$ cat src/rtl/irq_dispatch_pkg.sv
package irq_dispatch_pkg;

    localparam int unsigned DMODE_W = 3;
    localparam logic [DMODE_W-1:0] DMODE_EXTINT = 3'd7;

    typedef enum logic [1:0] {
        ST_IDLE = 2'd0,
        ST_SCAN = 2'd1,
        ST_REQ  = 2'd2,
        ST_WAIT = 2'd3
    } scan_state_e;

endpackage

$ cat src/rtl/irq_level_track.sv
module irq_level_track #(
    parameter int unsigned NUM_PINS = 8
) (
    input  logic                clk,
    input  logic                rst_n,
    input  logic [NUM_PINS-1:0] pin_in,
    output logic [NUM_PINS-1:0] rise,
    output logic [NUM_PINS-1:0] fall
);

    logic [NUM_PINS-1:0] level_d, level_q;

    always_comb begin
        level_d = pin_in;
    end

    always_ff @(posedge clk) begin
        if (!rst_n) level_q <= '0;
        else        level_q <= level_d;
    end

    for (genvar i = 0; i < NUM_PINS; i++) begin : g_pin
        assign rise[i] = pin_in[i] & ~level_q[i];
        assign fall[i] = ~pin_in[i] & level_q[i];
    end

endmodule

$ cat src/rtl/irq_stall_count.sv
module irq_stall_count #(
    parameter int unsigned STALL_W     = 4,
    parameter int unsigned STALL_LIMIT = 5
) (
    input  logic               clk,
    input  logic               rst_n,
    input  logic               bump,
    input  logic               clear,
    output logic [STALL_W-1:0] count,
    output logic               warn
);

    localparam logic [STALL_W-1:0] CNT_MAX = {STALL_W{1'b1}};
    localparam logic [STALL_W-1:0] CNT_LIM = STALL_W'(STALL_LIMIT);

    logic [STALL_W-1:0] count_d, count_q;

    always_comb begin
        count_d = count_q;
        if (clear)                         count_d = '0;
        else if (bump && count_q != CNT_MAX) count_d = count_q + 1'b1;
    end

    always_ff @(posedge clk) begin
        if (!rst_n) count_q <= '0;
        else        count_q <= count_d;
    end

    assign count = count_q;
    assign warn  = (count_q > CNT_LIM);

endmodule

$ cat src/rtl/irq_dispatch.sv
module irq_dispatch #(
    parameter int unsigned NUM_PINS    = 8,
    parameter int unsigned VEC_W       = 8,
    parameter int unsigned DEST_W      = 8,
    parameter int unsigned STALL_W     = 4,
    parameter int unsigned STALL_LIMIT = 5,
    localparam int unsigned PIN_W      = (NUM_PINS > 1) ? $clog2(NUM_PINS) : 1
) (
    input  logic                       clk,
    input  logic                       rst_n,
    input  logic [NUM_PINS-1:0]        pin_in,
    input  logic                       cfg_write,
    input  logic [NUM_PINS-1:0]        cfg_mask,
    input  logic [NUM_PINS-1:0]        cfg_level,
    input  logic [NUM_PINS-1:0]        cfg_polarity,
    input  logic [NUM_PINS-1:0]        cfg_logical,
    input  logic [3*NUM_PINS-1:0]      cfg_dmode,
    input  logic [VEC_W*NUM_PINS-1:0]  cfg_vector,
    input  logic [DEST_W*NUM_PINS-1:0] cfg_dest,
    output logic                       req_valid,
    input  logic                       req_ready,
    output logic [PIN_W-1:0]           req_pin,
    output logic [VEC_W-1:0]           req_vector,
    output logic [DEST_W-1:0]          req_dest,
    output logic [2:0]                 req_dmode,
    output logic                       req_logical,
    output logic                       req_polarity,
    output logic                       req_level,
    input  logic                       rsp_valid,
    input  logic                       rsp_accept,
    output logic [NUM_PINS-1:0]        pending,
    output logic [NUM_PINS-1:0]        dlv_status,
    output logic [STALL_W-1:0]         stall_count,
    output logic                       stall_warn,
    output logic                       extint_err
);
    import irq_dispatch_pkg::*;

    localparam logic [PIN_W-1:0] LAST_PIN = PIN_W'(NUM_PINS - 1);

    typedef struct packed {
        scan_state_e         st;
        logic [PIN_W-1:0]    idx;
        logic                rescan;
        logic [NUM_PINS-1:0] pend;
        logic [NUM_PINS-1:0] dstat;
        logic                ext_err;
    } ctl_t;

    ctl_t ctl_d, ctl_q;

    logic [NUM_PINS-1:0] rise, fall;
    logic                trigger, advance, stall_inc, stall_clr;
    logic [2:0]          cur_dmode;

    irq_level_track #(.NUM_PINS(NUM_PINS)) u_track (
        .clk    (clk),
        .rst_n  (rst_n),
        .pin_in (pin_in),
        .rise   (rise),
        .fall   (fall)
    );

    irq_stall_count #(.STALL_W(STALL_W), .STALL_LIMIT(STALL_LIMIT)) u_stall (
        .clk   (clk),
        .rst_n (rst_n),
        .bump  (stall_inc),
        .clear (stall_clr),
        .count (stall_count),
        .warn  (stall_warn)
    );

    assign cur_dmode = cfg_dmode[ctl_q.idx*3 +: 3];
    assign trigger   = (|rise) | cfg_write;

    always_comb begin
        ctl_d         = ctl_q;
        ctl_d.ext_err = 1'b0;
        advance       = 1'b0;
        stall_inc     = 1'b0;
        stall_clr     = 1'b0;

        if (ctl_q.st != ST_IDLE && trigger) ctl_d.rescan = 1'b1;

        case (ctl_q.st)
            ST_IDLE: begin
                if (trigger) begin
                    ctl_d.st  = ST_SCAN;
                    ctl_d.idx = '0;
                end
            end
            ST_SCAN: begin
                if (ctl_q.pend[ctl_q.idx] && !cfg_mask[ctl_q.idx]) begin
                    if (cur_dmode == DMODE_EXTINT) begin
                        ctl_d.ext_err = 1'b1;
                        advance       = 1'b1;
                    end else begin
                        ctl_d.st = ST_REQ;
                    end
                end else begin
                    advance = 1'b1;
                end
            end
            ST_REQ: begin
                if (req_ready) ctl_d.st = ST_WAIT;
            end
            ST_WAIT: begin
                if (rsp_valid) begin
                    advance = 1'b1;
                    if (rsp_accept) begin
                        ctl_d.dstat[ctl_q.idx] = 1'b0;
                        stall_clr              = 1'b1;
                        if (!cfg_level[ctl_q.idx]) ctl_d.pend[ctl_q.idx] = 1'b0;
                    end else begin
                        ctl_d.dstat[ctl_q.idx] = 1'b1;
                        stall_inc              = 1'b1;
                    end
                end
            end
            default: ctl_d.st = ST_IDLE;
        endcase

        if (advance) begin
            if (ctl_q.idx == LAST_PIN) begin
                ctl_d.idx    = '0;
                ctl_d.st     = ctl_d.rescan ? ST_SCAN : ST_IDLE;
                ctl_d.rescan = 1'b0;
            end else begin
                ctl_d.idx = ctl_q.idx + 1'b1;
                ctl_d.st  = ST_SCAN;
            end
        end

        // Input events are applied last so a new edge outranks a clear.
        ctl_d.pend = (ctl_d.pend & ~(fall & cfg_level)) | rise;
    end

    always_ff @(posedge clk) begin
        if (!rst_n) begin
            ctl_q <= '{st: ST_IDLE, idx: '0, rescan: 1'b0,
                       pend: '0, dstat: '0, ext_err: 1'b0};
        end else begin
            ctl_q <= ctl_d;
        end
    end

    assign req_valid    = (ctl_q.st == ST_REQ);
    assign req_pin      = ctl_q.idx;
    assign req_vector   = cfg_vector[ctl_q.idx*VEC_W +: VEC_W];
    assign req_dest     = cfg_dest[ctl_q.idx*DEST_W +: DEST_W];
    assign req_dmode    = cur_dmode;
    assign req_logical  = cfg_logical[ctl_q.idx];
    assign req_polarity = cfg_polarity[ctl_q.idx];
    assign req_level    = cfg_level[ctl_q.idx];
    assign pending      = ctl_q.pend;
    assign dlv_status   = ctl_q.dstat;
    assign extint_err   = ctl_q.ext_err;

endmodule

$ cat config.mk
export PLATFORM = sky130hd
export DESIGN_NAME = irq_dispatch
export DESIGN_NICKNAME = d
export VERILOG_FILES = /design/src/rtl/irq_dispatch_pkg.sv /design/src/rtl/irq_level_track.sv /design/src/rtl/irq_stall_count.sv /design/src/rtl/irq_dispatch.sv
export SDC_FILE = /design/constraint.sdc
export NUM_CORES = 1
export LEC_CHECK = 0
export CORE_AREA = 2 2 95 97
export DETAILED_ROUTE_END_ITERATION = 7
export DIE_AREA = 0 0 97 99
export GPL_TIMING_DRIVEN = 0
export PLACE_DENSITY_LB_ADDON = 0.1
export SLEW_MARGIN = 20
export SYNTH_ARGS = -nofsm -noshare
export SYNTH_HDL_FRONTEND = slang
export SYNTH_HIERARCHICAL = 1
export SYNTH_SLANG_ARGS = --single-unit
$ cat constraint.sdc
create_clock -name clk -period 3.7 [get_ports clk]
set_clock_uncertainty 0.05 [all_clocks]
set_input_delay 0.555 -clock clk [delete_from_list [all_inputs] [get_ports clk]]
set_output_delay 0.555 -clock clk [all_outputs]
set_load 0.005 [all_outputs]
Word level (Yosys, flattened, before mapping)

Index checks and enable logic that the tools add are counted.

Register bits after elaboration: 35
Input port bits: 198
Output and inout bits: 48
Word-level logic and storage cells: 123

$add $sub $neg: 2
Multipliers: 1
$lt $le $gt $ge: 3
Eq/ne operators: 10
Shifts and indexed selects: 3
Multiplexer cells: 38
Bitwise operators: 42
Reductions and logical operators: 16

Operators with widths:

| operator                                                       | count |
|---|---|
| variable part select 64 x 7 -> 8 bit                           | 2 |
| bitwise AND 8 bit                                              | 4 |
| two-way mux 16 bit                                             | 2 |
| two-way mux 8 bit                                              | 3 |
| variable part select 24 x 6 -> 3 bit                           | 1 |
| two-way mux 1 bit                                              | 18 |
| inverter 1 bit                                                 | 17 |
| bitwise AND 1 bit                                              | 16 |
| inverter 8 bit                                                 | 2 |
| bitwise OR 8 bit                                               | 2 |
| binary-select mux 1 bit (select 3 bit)                         | 5 |
| inequality test 3 bit (second input constant)                  | 3 |
| OR reduction 8 bit                                             | 1 |
| == test 3 bit (second input constant)                          | 2 |
| two-way mux 2 bit                                              | 3 |
| two-way mux 6 bit                                              | 1 |
| case mux 2 bit (3 select lines)                                | 1 |
| nonzero test 2 bit                                             | 3 |
| multiplier 3 x 2 -> 5 bit (second input constant)              | 1 |
| two-way mux 5 bit                                              | 1 |
| AND reduction 5 bit                                            | 1 |
| adder 4 x 1 -> 4 bit (second input constant)                   | 1 |
| == test 2 bit (second input constant)                          | 2 |
| greater-than comparator 4 x 3 -> 1 bit (second input constant) | 1 |
| 18 further kinds                                               | 22 |

Depth between registers and ports, before layout

Word-level depth: 12
Mapped depth: 8

Modules after synthesis

The synthesis kept the hierarchy.

By module, submodules not included:

| module          | instances | cells each | area an instance (um2) |
|---|---|---|---|
| irq_dispatch    | 1         | 309        | 2582.5 |
| irq_level_track | 1         | 32         | 310.3 |
| irq_stall_count | 1         | 28         | 232.7 |

Worst setup path after synthesis

Ideal clock, no wire load.

Path kind: input -> register
Start: in pin_in[3]
End: reg ctl_q[21] (netlist bit)
Library setup time: 0.088 ns
Arrival: 2.323 ns
Slack: 1.239 ns
Stages on the path: 6
Path buffers: 0
Path through: nor2b_1 -> or4_1 -> nor4_1 -> a221o_1 -> mux2_2 -> a311oi_2

Longest elaborated chain between the ends: 8
Elaborated cells on any way between the ends: 10
Those cells by class: 1 x eq/ne; 4 x mux; 2 x bitwise; 3 x reduce/logical

Ends and longest elaborated chain:

| element                | line                  | source |
|---|---|---|
| start: declaration     | irq_dispatch.sv:11    | `input logic [NUM_PINS-1:0] pin_in,` |
| bitwise AND 1 bit (*)  | irq_level_track.sv:23 | `assign rise[i] = pin_in[i] & ~level_q[i];` |
| OR reduction 8 bit (*) | irq_dispatch.sv:74    | `assign trigger = (\|rise) \| cfg_write;` |
| bitwise OR 1 bit (*)   | irq_dispatch.sv:74    |  |
| logical AND 1 bit      | irq_dispatch.sv:83    | `if (ctl_q.st != ST_IDLE && trigger) ctl_d.rescan = 1'b1;` |
| two-way mux 1 bit      | irq_dispatch.sv:83    |  |
| two-way mux 1 bit      | irq_dispatch.sv:126   | `ctl_d.st = ctl_d.rescan ? ST_SCAN : ST_IDLE;` |
| two-way mux 4 bit      | irq_dispatch.sv:124   | `if (ctl_q.idx == LAST_PIN) begin` |
| two-way mux 6 bit      | irq_dispatch.sv:123   | `if (advance) begin` |
| end signal: assignment | irq_dispatch.sv:140   | `ctl_q <= '{st: ST_IDLE, idx: '0, rescan: 1'b0,` |
| end signal: assignment | irq_dispatch.sv:143   | `ctl_q <= ctl_d;` |
| end: declaration       | irq_dispatch.sv:50    | `ctl_t ctl_d, ctl_q;` |

Every way passes the cells marked *; elsewhere a longest branch is shown, timed or not.
A chain may end at the register's enable or synchronous reset.

Final worst setup path

Start: reg ctl_q (netlist bit req_pin[0])
End: out req_vector[2]

Longest elaborated chain between the ends: 1

Ends and longest elaborated chain:

| element                              | line                | source |
|---|---|---|
| variable part select 64 x 7 -> 8 bit | irq_dispatch.sv:149 | `assign req_vector = cfg_vector[ctl_q.idx*VEC_W +: VEC_W];` |
| end: declaration                     | irq_dispatch.sv:23  | `output logic [VEC_W-1:0] req_vector,` |

No other way between the ends.

==> results.toml <==
[run_status]
outcome = "complete, no violations"

[flow_run]
maxCapViolations = 0

[setup_path]
r2r_start = "ctl_q[21]"
required_ns = 3.09
start_kind = "register"
slowest_stage = "clkdlybuf4s50_1"
cp_max_fo = 10
max_stage_delay_ns = 0.47
arrival_ns = 2.98
worst-setup-path-type = "reg2out"
cp-startpoint = "req_pin[0]"
end_kind = "output port"
crit_path_cell_trace = "buf_6, buf_2, buf_4, clkbuf_2, mux2i_1, nor2_1, a21oi_1, nand3_1, clkdlybuf4s50_1"

[power]
power_leakage_nw = 2.17
peakVddDrop_uv = 269
powerDensity_nw_per_um2 = 368
fin_total_pwr_mw = 2.18

[place]
place_ws_ns = -0.154
place.gp.congestion = 0.997
dp_hpwl_um = 12400
port_buffers = 244

[min_path]
min_from = "pending[7]"
hp-class = "reg2reg"

[cells_and_area]
final_nets = 836
diodes = 0
drive_gt1_share_pct = 13.5
fill_cells = 736
area_growth_pct = 89.4

[synthesis]
synth_top_cell_area_share_pct = 22.4
synth_most_common_cell = "a22oi_1"
synthMuxAreaShare_pct = 11.9
syn_nets = 577
ys_ff_latch = 35
ys.flop_type = "dfxtp_1"
yosysUniqueCellTypes = 58
synth_top_cell_by_area = "dfxtp_1"
synth_edf_count = 0
synthXorXnorAreaFrac_pct = 0
synthSimpleGateAreaFrac_pct = 22.1
synth_compound_area_share_pct = 29.9
synth-async-reset-ratio_pct = 0
netlist_instances = 369
synth_seq_area_share_pct = 22.4
ys_top_cells_by_count = "55 x a22oi_1, 35 x dfxtp_1, 23 x nand4_1, 19 x buf_4, 19 x nand2_1"
synth_warnings = 6
syn_area_per_cell_um2 = 8.47
synth_fa_ha_area_share_pct = 4.00
ys_top_cells_by_area = "dfxtp_1 22%, a22oi_1 13%, mux4_2 7.2%, nand4_1 4.6%, buf_4 4.6%"
synth_top_family_by_area = "compound AO/OA/AOI/OAI gates"
netlist_area_um2 = 3130

[routing]
via_per_inst = 5.76
remaining_drc_errors = 0
top_layer = "met4"
drt_wl_total_um = 15600
dr_wl_met2_um = 7620
wl_met3_um = 1460
m1WireLength_um = 6230
wire_per_inst_um = 21.2
dr.pass1.iters = 5
vias = 4236
ant_nets = 0
first_iter_violations = 331

[sta]
setup_ws_ns = 0.111
maxSlewViolCount = 0
grt_setup_unrepaired = "no"
post-route-min-period_ns = 3.59
finalSetupViolCount = 0
holdWs_ns = 0.456
max_slew_margin_pct = 59.6
finalHoldViolCount = 0
finalCritPeriodShare_pct = 97.0
worstMarginPinSlew_ns = 0.601
fmax_mhz = 279

[global_route]
antenna_found_initial = 0
grt_use_total_pct = 31.6
grt_pass1_wl_um = 24100
grt_max_degree = 14
grt_overflow = 0
grt_pass1_vias = 4234

[clock_network]
path_clk_slew_ns = 0.07
clk_path_buf_depth = 2
ctsHoldBuffers = 0
cts_tree = "built"
cts_inserted_buffers = 5
cts.sinks = 35
cts_max_level = 2
root_buffer = "clkbuf_8"
clk_latency_ns = 0.29

[die]
rows = 34
die_height_um = 99
die_area_um2 = 9600
ios = 246
initial_core_util_pct = 36.6
die_w_um = 97
coreArea_um2 = 8550
-- routing by layer --
| metal | vias up | track usage, % |
|---|---|---|
| met5 | - | 0 |
| met4 | 0 | 8.67 |
| met3 | 36 | 7.59 |
| met2 | 250 | 53.3 |
| met1 | 2008 | 40.6 |
| li1 | 1942 | - |
-- path summary, 6_finish.rpt --
check	end	slack, ns	cells past startpoint
setup / recovery	req_vector[2]	0.11	9
hold reg to reg	pending[7]	0.46	2
hold / removal	pending[7]	0.46	2
setup reg to reg	u_stall/count[3]	0.98	8
-- placed cells by master (no fill, tap or decap), types with 9 or more instances in the layout --
master,netlist,layout
clkdlybuf4s50_1,0,244
a22oi_1,55,55
dfxtp_1,35,35
buf_4,19,29
nand4_1,23,23
nand2_1,19,19
nor2b_1,18,18
a21oi_1,17,17
nor2_1,17,15
inv_1,12,12
mux4_2,10,10
ha_1,10,10
clkbuf_2,0,9
a31oi_1,9,9
and2_1,9,9
a311oi_1,9,9
-- area by class of cell --
cell class	count	area (um^2)	share of cell area, %
Multi-Input combinational cell	277	2170	36.6
Tap cell	108	135	2.28
Clock inverter	1	5.00	0.0845
Timing Repair Buffer	252	2500	42.3
Inverter	13	48.8	0.824
Clock buffer	6	82.6	1.40
Buffer	44	278	4.69
Sequential cell	35	701	11.8
-- repair_timing --
item,in CTS,in global routing
buffers inserted,3,5
gates resized for setup,17,8
pin swaps,2,1
endpoints found under the setup margin,17,14
hold endpoints to repair,0,0
-- critical path, delay by kind of cell, from the launching register on --
family	cells	cell delay (ns)
buf+inv	5	1.48
flops	1	0.38
mux	1	0.33
simple gates	2	0.25
compound gates	1	0.22
-- power by group --
| group | internal (mW) | switching (mW) | leakage, nW | total, mW |
|---|---|---|---|---|
| registers | 0.413 | 0.0363 | 0.287 | 0.449 |
| clock network | 0.146 | 0.137 | 0.0470 | 0.283 |
| logic | 0.788 | 0.657 | 1.83 | 1.44 |
| total | 1.35 | 0.830 | 2.17 | 2.18 |
-- metrics by stage --
| stage | TNS, ns | instances | utilization (%) | area (um^2) |
|---|---|---|---|---|
| floorplan | 0 | 369 | - | 3130 |
| global placement | -0.265 | 721 | 66.7 | 5700 |
| detailed placement | -0.908 | 721 | 66.7 | 5700 |
| CTS | 0 | 731 | 68.6 | 5870 |
| global route | 0 | 736 | 69.2 | 5920 |
| finish | 0 | 736 | 69.2 | 5920 |
-- kinds of logic after synthesis --
kind of cell,count (synthesis)
fa+ha+maj,10
buf+inv,57
compound gates,123
flops,35
simple gates,121
mux,23
(Power assumes the default switching activity.)
